<file path="config.mk">
export PLATFORM = sky130hd
export DESIGN_NAME = bar_window_decoder
export DESIGN_NICKNAME = d
export VERILOG_FILES = /design/src/rtl/bwd_pkg.sv /design/src/rtl/bwd_region_eval.sv /design/src/rtl/bwd_region_match.sv /design/src/rtl/bwd_prio_pick.sv /design/src/rtl/bar_window_decoder.sv
export SDC_FILE = /design/constraint.sdc
export NUM_CORES = 2
export LEC_CHECK = 0
export ABC_AREA = 1
export BUFFER_PORTS_ARGS = -buffer_cell sky130_fd_sc_hd__buf_2
export CORE_MARGIN = 8
export CORE_UTILIZATION = 44
export CTS_BUF_LIST = sky130_fd_sc_hd__clkbuf_4
export DETAILED_ROUTE_END_ITERATION = 10
export PLACE_DENSITY = 0.71
export RECOVER_POWER = 100
export SYNTH_ARGS = -nofsm -noshare
export SYNTH_HDL_FRONTEND = slang
export SYNTH_SLANG_ARGS = --single-unit
</file>
<file path="constraint.sdc">
create_clock -name clk -period 11.7 [get_ports clk]
set_input_delay 1.755 -clock clk [delete_from_list [all_inputs] [get_ports clk]]
set_output_delay 1.755 -clock clk [all_outputs]
set_load 0.03 [all_outputs]
</file>
<file path="src/rtl/bwd_pkg.sv">
// Package: shared kinds for the base address window decoder.
// Assumes the ROM region always occupies the highest region index.
package bwd_pkg;

    typedef enum logic [1:0] {
        REGION_MEM = 2'd0,
        REGION_IO  = 2'd1,
        REGION_ROM = 2'd2
    } region_kind_e;

    // Classify a region slot from its position and its space flag.
    function automatic region_kind_e kind_of(input logic is_rom_slot, input logic is_io);
        if (is_rom_slot)
            return REGION_ROM;
        else if (is_io)
            return REGION_IO;
        else
            return REGION_MEM;
    endfunction

endpackage

</file>
<file path="src/rtl/bwd_region_eval.sv">
// Module: bwd_region_eval
// Derives one region's aligned base and inclusive limit, and decides whether
// the region is live under the command enables and the validity rules.
// Assumes size is zero or a power of two.
module bwd_region_eval
    import bwd_pkg::*;
#(
    parameter int ADDR_W        = 32,
    parameter int IO_SPACE_BITS = 16
) (
    input  region_kind_e        kind,
    input  logic [ADDR_W-1:0]   value,
    input  logic [ADDR_W-1:0]   size,
    input  logic                io_en,
    input  logic                mem_en,
    output logic                mapped,
    output logic [ADDR_W-1:0]   base,
    output logic [ADDR_W-1:0]   limit
);

    logic space_on;
    logic in_io_space;

    // Align the register value down to the size and form the inclusive limit.
    always_comb begin
        base  = value & ~(size - ADDR_W'(1));
        limit = base + size - ADDR_W'(1);
    end

    // Pick the enable that governs this kind of region.
    always_comb begin
        unique case (kind)
            REGION_IO:  space_on = io_en;
            REGION_ROM: space_on = mem_en & value[0];
            default:    space_on = mem_en;
        endcase
    end

    // I/O windows must end below the top of the I/O space.
    always_comb begin
        if (kind == REGION_IO)
            in_io_space = (limit[ADDR_W-1:IO_SPACE_BITS] == '0);
        else
            in_io_space = 1'b1;
    end

    // Combine the enable with the zero-size, zero-base and wrap rules.
    always_comb begin
        mapped = space_on && (size != '0) && (base != '0) && (limit > base) && in_io_space;
    end

endmodule

</file>
<file path="src/rtl/bwd_region_match.sv">
// Module: bwd_region_match
// Compares one access against one region window of the same address space.
// Assumes base and limit come from bwd_region_eval and are valid when mapped.
module bwd_region_match
    import bwd_pkg::*;
#(
    parameter int ADDR_W = 32
) (
    input  region_kind_e        kind,
    input  logic                mapped,
    input  logic [ADDR_W-1:0]   base,
    input  logic [ADDR_W-1:0]   limit,
    input  logic [ADDR_W-1:0]   acc_addr,
    input  logic                acc_is_io,
    output logic                match
);

    logic same_space;

    // An I/O access may only hit I/O regions; memory accesses hit the rest.
    always_comb begin
        same_space = (acc_is_io == (kind == REGION_IO));
    end

    // Inclusive window compare, gated by liveness and space.
    always_comb begin
        match = mapped && same_space && (acc_addr >= base) && (acc_addr <= limit);
    end

endmodule

</file>
<file path="src/rtl/bwd_prio_pick.sv">
// Module: bwd_prio_pick
// Reduces a per-region match vector to a hit flag and the lowest set index.
// Assumes N >= 2.
module bwd_prio_pick #(
    parameter int N     = 7,
    parameter int IDX_W = $clog2(N)
) (
    input  logic [N-1:0]     match_vec,
    output logic             any,
    output logic [IDX_W-1:0] idx
);

    // Scan from the top down so the lowest matching index is written last.
    always_comb begin
        idx = '0;
        for (int i = N - 1; i >= 0; i--) begin
            if (match_vec[i])
                idx = IDX_W'(i);
        end
        any = |match_vec;
    end

endmodule

</file>
<file path="src/rtl/bar_window_decoder.sv">
// Module: bar_window_decoder (top)
// Evaluates every region window, matches the access against all of them,
// picks the lowest-index hit and registers hit, index and offset once.
// Assumes the last region slot is the expansion ROM and sizes are powers of two.
module bar_window_decoder
    import bwd_pkg::*;
#(
    parameter int NUM_REGIONS   = 7,
    parameter int ADDR_W        = 32,
    parameter int IO_SPACE_BITS = 16,
    parameter int IDX_W         = $clog2(NUM_REGIONS)
) (
    input  logic                          clk,
    input  logic                          rst_n,
    input  logic                          cmd_io_en,
    input  logic                          cmd_mem_en,
    input  logic [NUM_REGIONS*ADDR_W-1:0] region_value,
    input  logic [NUM_REGIONS*ADDR_W-1:0] region_size,
    input  logic [NUM_REGIONS-1:0]        region_is_io,
    input  logic [ADDR_W-1:0]             acc_addr,
    input  logic                          acc_is_io,
    output logic                          hit,
    output logic [IDX_W-1:0]              region_idx,
    output logic [ADDR_W-1:0]             offset
);

    localparam int ROM_SLOT = NUM_REGIONS - 1;

    logic [NUM_REGIONS-1:0] mapped_vec;
    logic [NUM_REGIONS-1:0] match_vec;
    logic [NUM_REGIONS-1:0] io_kind_vec;
    logic [ADDR_W-1:0]      base_arr  [NUM_REGIONS];
    logic [ADDR_W-1:0]      limit_arr [NUM_REGIONS];

    logic                   hit_d;
    logic [IDX_W-1:0]       idx_d;
    logic [ADDR_W-1:0]      offset_d;

    for (genvar g = 0; g < NUM_REGIONS; g++) begin : g_region
        region_kind_e kind;

        // Fix the kind of this slot from its position and space flag.
        always_comb kind = kind_of(g == ROM_SLOT, region_is_io[g]);

        // Marks which slots are I/O windows, for the checks below.
        always_comb io_kind_vec[g] = (kind == REGION_IO);

        bwd_region_eval #(
            .ADDR_W        (ADDR_W),
            .IO_SPACE_BITS (IO_SPACE_BITS)
        ) u_eval (
            .kind   (kind),
            .value  (region_value[g*ADDR_W +: ADDR_W]),
            .size   (region_size[g*ADDR_W +: ADDR_W]),
            .io_en  (cmd_io_en),
            .mem_en (cmd_mem_en),
            .mapped (mapped_vec[g]),
            .base   (base_arr[g]),
            .limit  (limit_arr[g])
        );

        bwd_region_match #(
            .ADDR_W (ADDR_W)
        ) u_match (
            .kind      (kind),
            .mapped    (mapped_vec[g]),
            .base      (base_arr[g]),
            .limit     (limit_arr[g]),
            .acc_addr  (acc_addr),
            .acc_is_io (acc_is_io),
            .match     (match_vec[g])
        );


        live_window_sane_chk: assert property (@(posedge clk) disable iff (!rst_n)
            mapped_vec[g] |-> (base_arr[g] != '0) && (limit_arr[g] > base_arr[g]));


        io_window_below_top_chk: assert property (@(posedge clk) disable iff (!rst_n)
            (mapped_vec[g] && io_kind_vec[g]) |-> (limit_arr[g] < (ADDR_W'(1) << IO_SPACE_BITS)));


        io_gate_chk: assert property (@(posedge clk) disable iff (!rst_n)
            (io_kind_vec[g] && !cmd_io_en) |-> !mapped_vec[g]);


        mem_gate_chk: assert property (@(posedge clk) disable iff (!rst_n)
            (!io_kind_vec[g] && !cmd_mem_en) |-> !mapped_vec[g]);
    end

    bwd_prio_pick #(
        .N     (NUM_REGIONS),
        .IDX_W (IDX_W)
    ) u_prio (
        .match_vec (match_vec),
        .any       (hit_d),
        .idx       (idx_d)
    );

    // Offset of the access inside the winning window, zero on a miss.
    always_comb begin
        offset_d = hit_d ? (acc_addr - base_arr[idx_d]) : '0;
    end

    // Single output register stage with synchronous active-low reset.
    always_ff @(posedge clk) begin
        if (!rst_n) begin
            hit        <= 1'b0;
            region_idx <= '0;
            offset     <= '0;
        end else begin
            hit        <= hit_d;
            region_idx <= idx_d;
            offset     <= offset_d;
        end
    end


    rom_enable_bit_chk: assert property (@(posedge clk) disable iff (!rst_n)
        mapped_vec[ROM_SLOT] |-> region_value[ROM_SLOT*ADDR_W]);


    lowest_wins_chk: assert property (@(posedge clk) disable iff (!rst_n)
        hit_d |-> (match_vec[idx_d] &&
                   ((match_vec & ((NUM_REGIONS'(1) << idx_d) - NUM_REGIONS'(1))) == '0)));


    miss_outputs_zero_chk: assert property (@(posedge clk) disable iff (!rst_n)
        !hit |-> (region_idx == '0) && (offset == '0));

endmodule

</file>
After elaboration in Yosys (flattened, before gate mapping)
Index checks and enable logic that the tools add are counted.
{"block": "word_totals", "out_inout_bits": 36, "elab_cells": 186, "register_bits": 36, "inputBits": 492}
{"block": "op_classes", "reduce_logical": 70, "eq_ne": 18, "order_cmp": 22, "mux": 28, "n_addsub": 22, "n_bitwise": 23}
{"op": "$reduce_bool 32->1", "n": 14}
{"op": "$sub 32x1->32 const B", "n": 14}
{"op": "$add 32x32->32", "n": 7}
{"op": "$and 32x32->32", "n": 7}
{"op": "$ge 32x32->1", "n": 7}
{"op": "$gt 32x32->1", "n": 7}
{"op": "$le 32x32->1", "n": 7}
{"op": "$not 32->32", "n": 7}
{"op": "$bmux 32 s3", "n": 1}
{"op": "$logic_not 16->1", "n": 6}
{"op": "$mux 32", "n": 2}
{"op": "$logic_and 1x1->1", "n": 48}
{"op": "$sub 32x32->32", "n": 1}
{"op": "$mux 3", "n": 7}
{"op": "$eq 1x2->1 const B", "n": 6}
{"op": "$mux 1", "n": 12}
{"op": "$pmux 1 s2", "n": 6}
{"op": "$and 1x1->1", "n": 7}
{"op": "$reduce_or 7->1", "n": 1}
{"op": "$eq 1x1->1", "n": 6}
{"op": "$eq 1x1->1 const B", "n": 6}
{"op": "$ge 4x4->1 const B", "n": 1}
{"op": "$not 3->4", "n": 1}
{"op": "$reduce_and 2->1", "n": 1}
{"op": "$not 1->1", "n": 1}

Longest topological paths before layout
{"block": "depth", "depth_word": 22, "mapped_depth": 68, "depth_no_buf": 67}

Cells and area by module
A second synthesis with hierarchy kept.
{"block": "hier_totals", "cells_unflattened": 9533, "hier_area_um2": 51304.2}
{"module": "bwd_region_eval at g_region[0].u_eval ...", "area_per_inst_um2": 4842.1, "instances": 5, "seq_area_each_um2": 0.0, "cells_per_inst": 944}
{"module": "bwd_region_match at g_region[3].u_match ...", "area_per_inst_um2": 1731.7, "instances": 4, "seq_area_each_um2": 0.0, "cells_per_inst": 285}
{"module": "bar_window_decoder", "area_per_inst_um2": 5243.8, "instances": 1, "seq_area_each_um2": 720.7, "cells_per_inst": 971}
{"module": "bwd_region_eval at g_region[2].u_eval", "area_per_inst_um2": 4884.7, "instances": 1, "seq_area_each_um2": 0.0, "cells_per_inst": 929}
{"module": "bwd_region_eval at g_region[1].u_eval", "area_per_inst_um2": 4728.3, "instances": 1, "seq_area_each_um2": 0.0, "cells_per_inst": 902}
{"module": "bwd_region_match at g_region[0].u_match ...", "area_per_inst_um2": 1742.9, "instances": 2, "seq_area_each_um2": 0.0, "cells_per_inst": 285}
{"module": "bwd_region_match at g_region[2].u_match", "area_per_inst_um2": 1732.9, "instances": 1, "seq_area_each_um2": 0.0, "cells_per_inst": 283}
{"module": "bwd_prio_pick", "area_per_inst_um2": 91.3, "instances": 1, "seq_area_each_um2": 0.0, "cells_per_inst": 18}

Worst setup path after synthesis
OpenSTA, ideal clock, no wires.
{"block": "synth_timing", "kind": "input port to flip-flop", "from": "in region_size[193]", "to": "reg offset[30]", "path_buffers": 1, "setup_time_ps": 122, "arrival_time_ps": 10179, "slack_ps": 1399, "required_ps": 11578, "cell_stages": 60, "cell_sequence": "inv_1 -> ha_1 -> nand2_1 -> nor2_2 -> nor2_1 -> nor3_1 -> inv_1 -> ha_1 -> inv_1 -> ha_1 -> nand2_1 -> nor3_1 -> nand2_1 -> o211ai_1 -> nand3_1 -> nand2_1 -> a21boi_1 -> o21ai_0 -> [... 24 more ...] -> ha_1 -> inv_1 -> fa_1 -> nand2_1 -> inv_1 -> o21a_1 -> nor2_1 -> o21ai_1 -> a21boi_0 -> o21ai_1 -> a21boi_0 -> o21ai_1 -> a21oi_1 -> o21ai_1 -> a21boi_0 -> o21ai_0 -> o21ai_0 -> a21oi_1"}
{"block": "synth_via", "elab_chain_len": 22, "word_cells_on_any_way": 30, "cone_classes": "add/sub: 4; order compare: 3; mux: 10; bitwise: 3; reduce/logical: 10"}
{"element": "from (decl)", "line": "bar_window_decoder.sv:18", "text": "input logic [NUM_REGIONS*ADDR_W-1:0] region_size,"}
{"element": "$sub 32x1->32", "line": "bwd_region_eval.sv:26", "text": "base = value & ~(size - ADDR_W'(1));"}
{"element": "$not 32->32", "line": "bwd_region_eval.sv:26"}
{"element": "$and 32x32->32", "line": "bwd_region_eval.sv:26"}
{"element": "$add 32x32->32", "line": "bwd_region_eval.sv:27", "text": "limit = base + size - ADDR_W'(1);"}
{"element": "$sub 32x1->32", "line": "bwd_region_eval.sv:27"}
{"element": "$gt 32x32->1", "line": "bwd_region_eval.sv:49", "text": "mapped = space_on && (size != '0) && (base != '0) && (limit > base) && in_io_space;"}
{"element": "$logic_and 1x1->1", "line": "bwd_region_eval.sv:49"}
{"element": "$logic_and 1x1->1 (3 in series)", "line": "bwd_region_match.sv:27", "text": "match = mapped && same_space && (acc_addr >= base) && (acc_addr <= limit);"}
{"element": "$mux 3 (7 in series)", "line": "bwd_prio_pick.sv:17", "text": "if (match_vec[i])"}
{"element": "$not 3->4 (implied by the code)", "line": "bar_window_decoder.sv:102", "text": "offset_d = hit_d ? (acc_addr - base_arr[idx_d]) : '0;"}
{"element": "$bmux 32 s3", "line": "bar_window_decoder.sv:102"}
{"element": "$mux 32 (implied by the code) (2 in series)", "line": "bar_window_decoder.sv:102"}
{"element": "$sub 32x32->32", "line": "bar_window_decoder.sv:102"}
{"element": "to (signal assigned)", "line": "bar_window_decoder.sv:114", "text": "offset <= offset_d;"}
{"element": "to (decl)", "line": "bar_window_decoder.sv:24", "text": "output logic [ADDR_W-1:0] offset"}
Several ways; a longest one is shown, not always the timed one. The select of a mux whose other input is x is not followed.
A chain may end at the register's enable or synchronous reset.

Final worst setup path
{"block": "layout_timing", "from": "in region_size[64]", "to": "reg offset[23]"}
{"block": "layout_via", "elab_chain_len": 19, "word_cells_on_any_way": 29, "cone_classes": "add/sub: 4; order compare: 3; mux: 7; bitwise: 3; reduce/logical: 12"}
{"element": "$sub 32x1->32", "line": "bwd_region_eval.sv:26"}
{"element": "$not 32->32", "line": "bwd_region_eval.sv:26"}
{"element": "$and 32x32->32", "line": "bwd_region_eval.sv:26"}
{"element": "$add 32x32->32", "line": "bwd_region_eval.sv:27"}
{"element": "$sub 32x1->32", "line": "bwd_region_eval.sv:27"}
{"element": "$gt 32x32->1 or $logic_not 16->1 (tied branches)", "line": "bwd_region_eval.sv:49, bwd_region_eval.sv:42"}
{"element": "$logic_and 1x1->1 or $mux 1 (tied branches)", "line": "bwd_region_eval.sv:49, bwd_region_eval.sv:41"}
{"element": "$logic_and 1x1->1", "line": "bwd_region_eval.sv:49"}
{"element": "$logic_and 1x1->1 (3 in series)", "line": "bwd_region_match.sv:27"}
{"element": "$mux 3 (3 in series)", "line": "bwd_prio_pick.sv:17"}
{"element": "$not 3->4 (implied by the code)", "line": "bar_window_decoder.sv:102"}
{"element": "$bmux 32 s3", "line": "bar_window_decoder.sv:102"}
{"element": "$mux 32 (implied by the code) (2 in series)", "line": "bar_window_decoder.sv:102"}
{"element": "$sub 32x32->32", "line": "bar_window_decoder.sv:102"}
Several ways; a longest one is shown, not always the timed one. The select of a mux whose other input is x is not followed.

==> run_results.csv <==
group,metric,value,unit
die,num_rows,118,
yosys,synthDistinctLibCells,65,
drt,viasPerCell,5.58,
sta,fin_crit,10.93,ns
finish,areaGrowthSynthToFinish,11.4,%
grt,grt_max_degree,54,
placement,dp_hpwl,174000,um
flow_run,cap_violations,0,
setup_path,crit_path_end_kind,"flip-flop",
clocking,cts_buffer_depth,2,
worst_hold_path,min_path_type,"in -> reg",
setup_path,cpMostUsedCell,"nand2_1",
grt,grt_pass1_vias,53743,
grt,grtUsageTotal,0.333,
die,die_x,339,um
drt,drc_errors,0,
die,coreArea,0.103,mm^2
grt,antenna_found_initial,17,
die,ioPinCount,528,
finish,drive_above_1_share,0.0892,
finish,regArea,721,um^2
yosys,syn_area,0.0458,mm^2
grt,grt-ovfl-total,0,
drt,drt-total-wl,202000,um
yosys,synth-seq-cells,36,
finish,finalNetCount,10319,
sta,rsz0062_at_grt,"no",
yosys,synth_edf_count,0,
power,p_leak,28.6,nW
finish,multiInputGateArea,0.0392,mm^2
drt,initialDrtViolationCount,4822,
sta,final_max_slew_viol_count,0,
clocking,clock_sinks,36,
yosys,synth-warning-count,0,
sta,fmax,0.0915,GHz
sta,max-slew-margin-rel,0.314,
clocking,cts_root_buf,"clkbuf_4",
placement,io_buffers,526,
sta,setup_viol,0,
grt,grt_pass1_wl,304000,um
sta,period_share,0.934,
setup_path,critPathCapture,"offset[23]",
finish,final_cells,10153,
setup_path,worstSetupStartpoint,"region_size[64]",
setup_path,crit_buf_inv,9,
run_status,status,"finished clean",
finish,final_common_cell,"nand2_1",
die,die_y,339,um
sta,tightestPinTransition,1.03,ns
setup_path,critPathMaxStageDelay,0.43,ns
setup_path,path_class,"in -> reg",
yosys,ys_seq_area_frac,0.0157,
clocking,cts_made_buffers,5,
finish,final_cell_mix,"2,114 x nand2_1, 1,438 x inv_1, 1,055 x ha_1",
clocking,htree_levels,2,
placement,place_congestion,1.00,
drt,vias,56666,
die,dieArea,0.115,mm^2
power,powerDensity,81.3,mW/mm^2
die,start_util,0.443,
setup_path,cp_top_family,"simple AND/OR/NAND/NOR gates",
placement,placedCellCount,10136,
setup_path,crit_cells,54,
setup_path,start_kind,"input pin",
yosys,synth_fp_nets,9685,
yosys,netlist_instances,8130,
drt,antenna_left,0,
clocking,cts_hold_buf,0,
sta,hold_violations,0,
setup_path,cp.arrival,11.28,ns
finish,utilization,0.493,
finish,fillCellCount,11472,
yosys,ys.flop_type,"dfxtp_1",
yosys,synthArstFlopShare,0,
yosys,avgSynthCellArea,5.63,um^2
setup_path,crit_path_max_fanout,23,
clocking,clkTransAtPathRegs,0.15,ns
drt,wl_per_cell,19.9,um
sta,fin_tns_setup,0,ns
drt,dr.pass1.iters,6,
setup_path,required,12.05,ns
power,irDropWorstVdd,55.0,uV
clocking,cts_tree,"built",
setup_path,slowest_stage,"o21ai_0",
==> tightest hold or removal path: stages <==
cell and delay (ns):
buf_2 0.08, inv_1 0.19, nor2_1 0.15
==> cells in the mapped netlist, drive strengths merged, types with 32 or more instances <==
| cell | count | share of area |
|---|---|---|
| a21oi | 623 | 0.068 |
| buf | 39 | 0.0069 |
| dfxtp | 36 | 0.016 |
| ha | 1055 | 0.29 |
| inv | 1450 | 0.12 |
| nand2 | 2134 | 0.18 |
| nand3 | 535 | 0.060 |
| nand3b | 35 | 0.0057 |
| nand4 | 185 | 0.025 |
| nor2 | 914 | 0.079 |
| nor3 | 113 | 0.013 |
| nor4 | 32 | 0.0044 |
| o211ai | 69 | 0.012 |
| o21a | 41 | 0.0067 |
| o21ai | 502 | 0.055 |
| or2 | 62 | 0.0085 |
| xor2 | 125 | 0.024 |
==> flip-flops by register name, indices dropped and copies added (netlist names) <==
| name | flops |
|---|---|
| offset | 32 |
| region_idx | 3 |
| hit | 1 |
==> layer usage <==
layer  global-route usage  part of all wire
met5                    0           0.00064
met4                0.163             0.062
met3               0.0507             0.078
met2                0.568              0.45
met1                0.405              0.41
==> how the worst min path moves through the flow <==
stage / startpoint / endpoint / slack (ns) / cells after the start
2_1_floorplan: rst_n / region_idx[0] / 1.92 / 2
3_3_place_gp: region_idx[0] / region_idx[0] / 2.20 / 1
3_5_place_dp: region_idx[0] / region_idx[0] / 2.19 / 1
4_1_cts: rst_n / region_idx[2] / 1.78 / 3
5_1_grt: rst_n / region_idx[2] / 1.79 / 3
6_report: rst_n / region_idx[2] / 1.77 / 3
==> cells by family (layout without fill, tap and decap cells) <==
group / Yosys count / in the layout / share of synthesized area
AND/OR/NAND/NOR: 4034 / 4034 / 0.376
buffers and inverters: 1502 / 2137 / 0.127
AO/OA/AOI/OAI: 1353 / 1353 / 0.162
adder cells (fa/ha/maj): 1063 / 1063 / 0.292
XOR/XNOR: 142 / 142 / 0.0272
flip-flops: 36 / 36 / 0.0157
other: 0 / 8 / 0
==> report_power, final <==
| group | internal, mW | switching (mW) |
|---|---|---|
| registers | 0.139 | 0.0315 |
| clock network | 0.0457 | 0.0667 |
| logic | 1.38 | 2.48 |
==> metrics by stage <==
stage / setup WS, ns / power (mW) / cell area, um^2 / hold WS, ns
after global placement: 0.220 / 3.84 / 50900 / 2.20
after floorplan: 1.40 / 2.83 / 45800 / 1.92
after detailed placement: 0.0411 / 3.94 / 50900 / 2.19
after CTS: 0.421 / 4.08 / 51000 / 1.78
after global routing: 0.0416 / 4.65 / 51000 / 1.79
final: 0.768 / 4.14 / 51000 / 1.77
==> final cells by class <==
class | instances | share of cell area
Antenna cell | 8 | 0.000393
Clock buffer | 5 | 0.000736
Clock inverter | 3 | 0.000908
Inverter | 1452 | 0.107
Multi-Input combinational cell | 6592 | 0.770
Sequential cell | 36 | 0.0141
Tap cell | 1380 | 0.0339
Timing Repair Buffer | 677 | 0.0730
==> timing repair <==
action                                  CTS  global route
buffers inserted                          0             1
gates resized for setup                   0            11
endpoints found under the setup margin    0            11
Power figures use the tool's default switching activity.
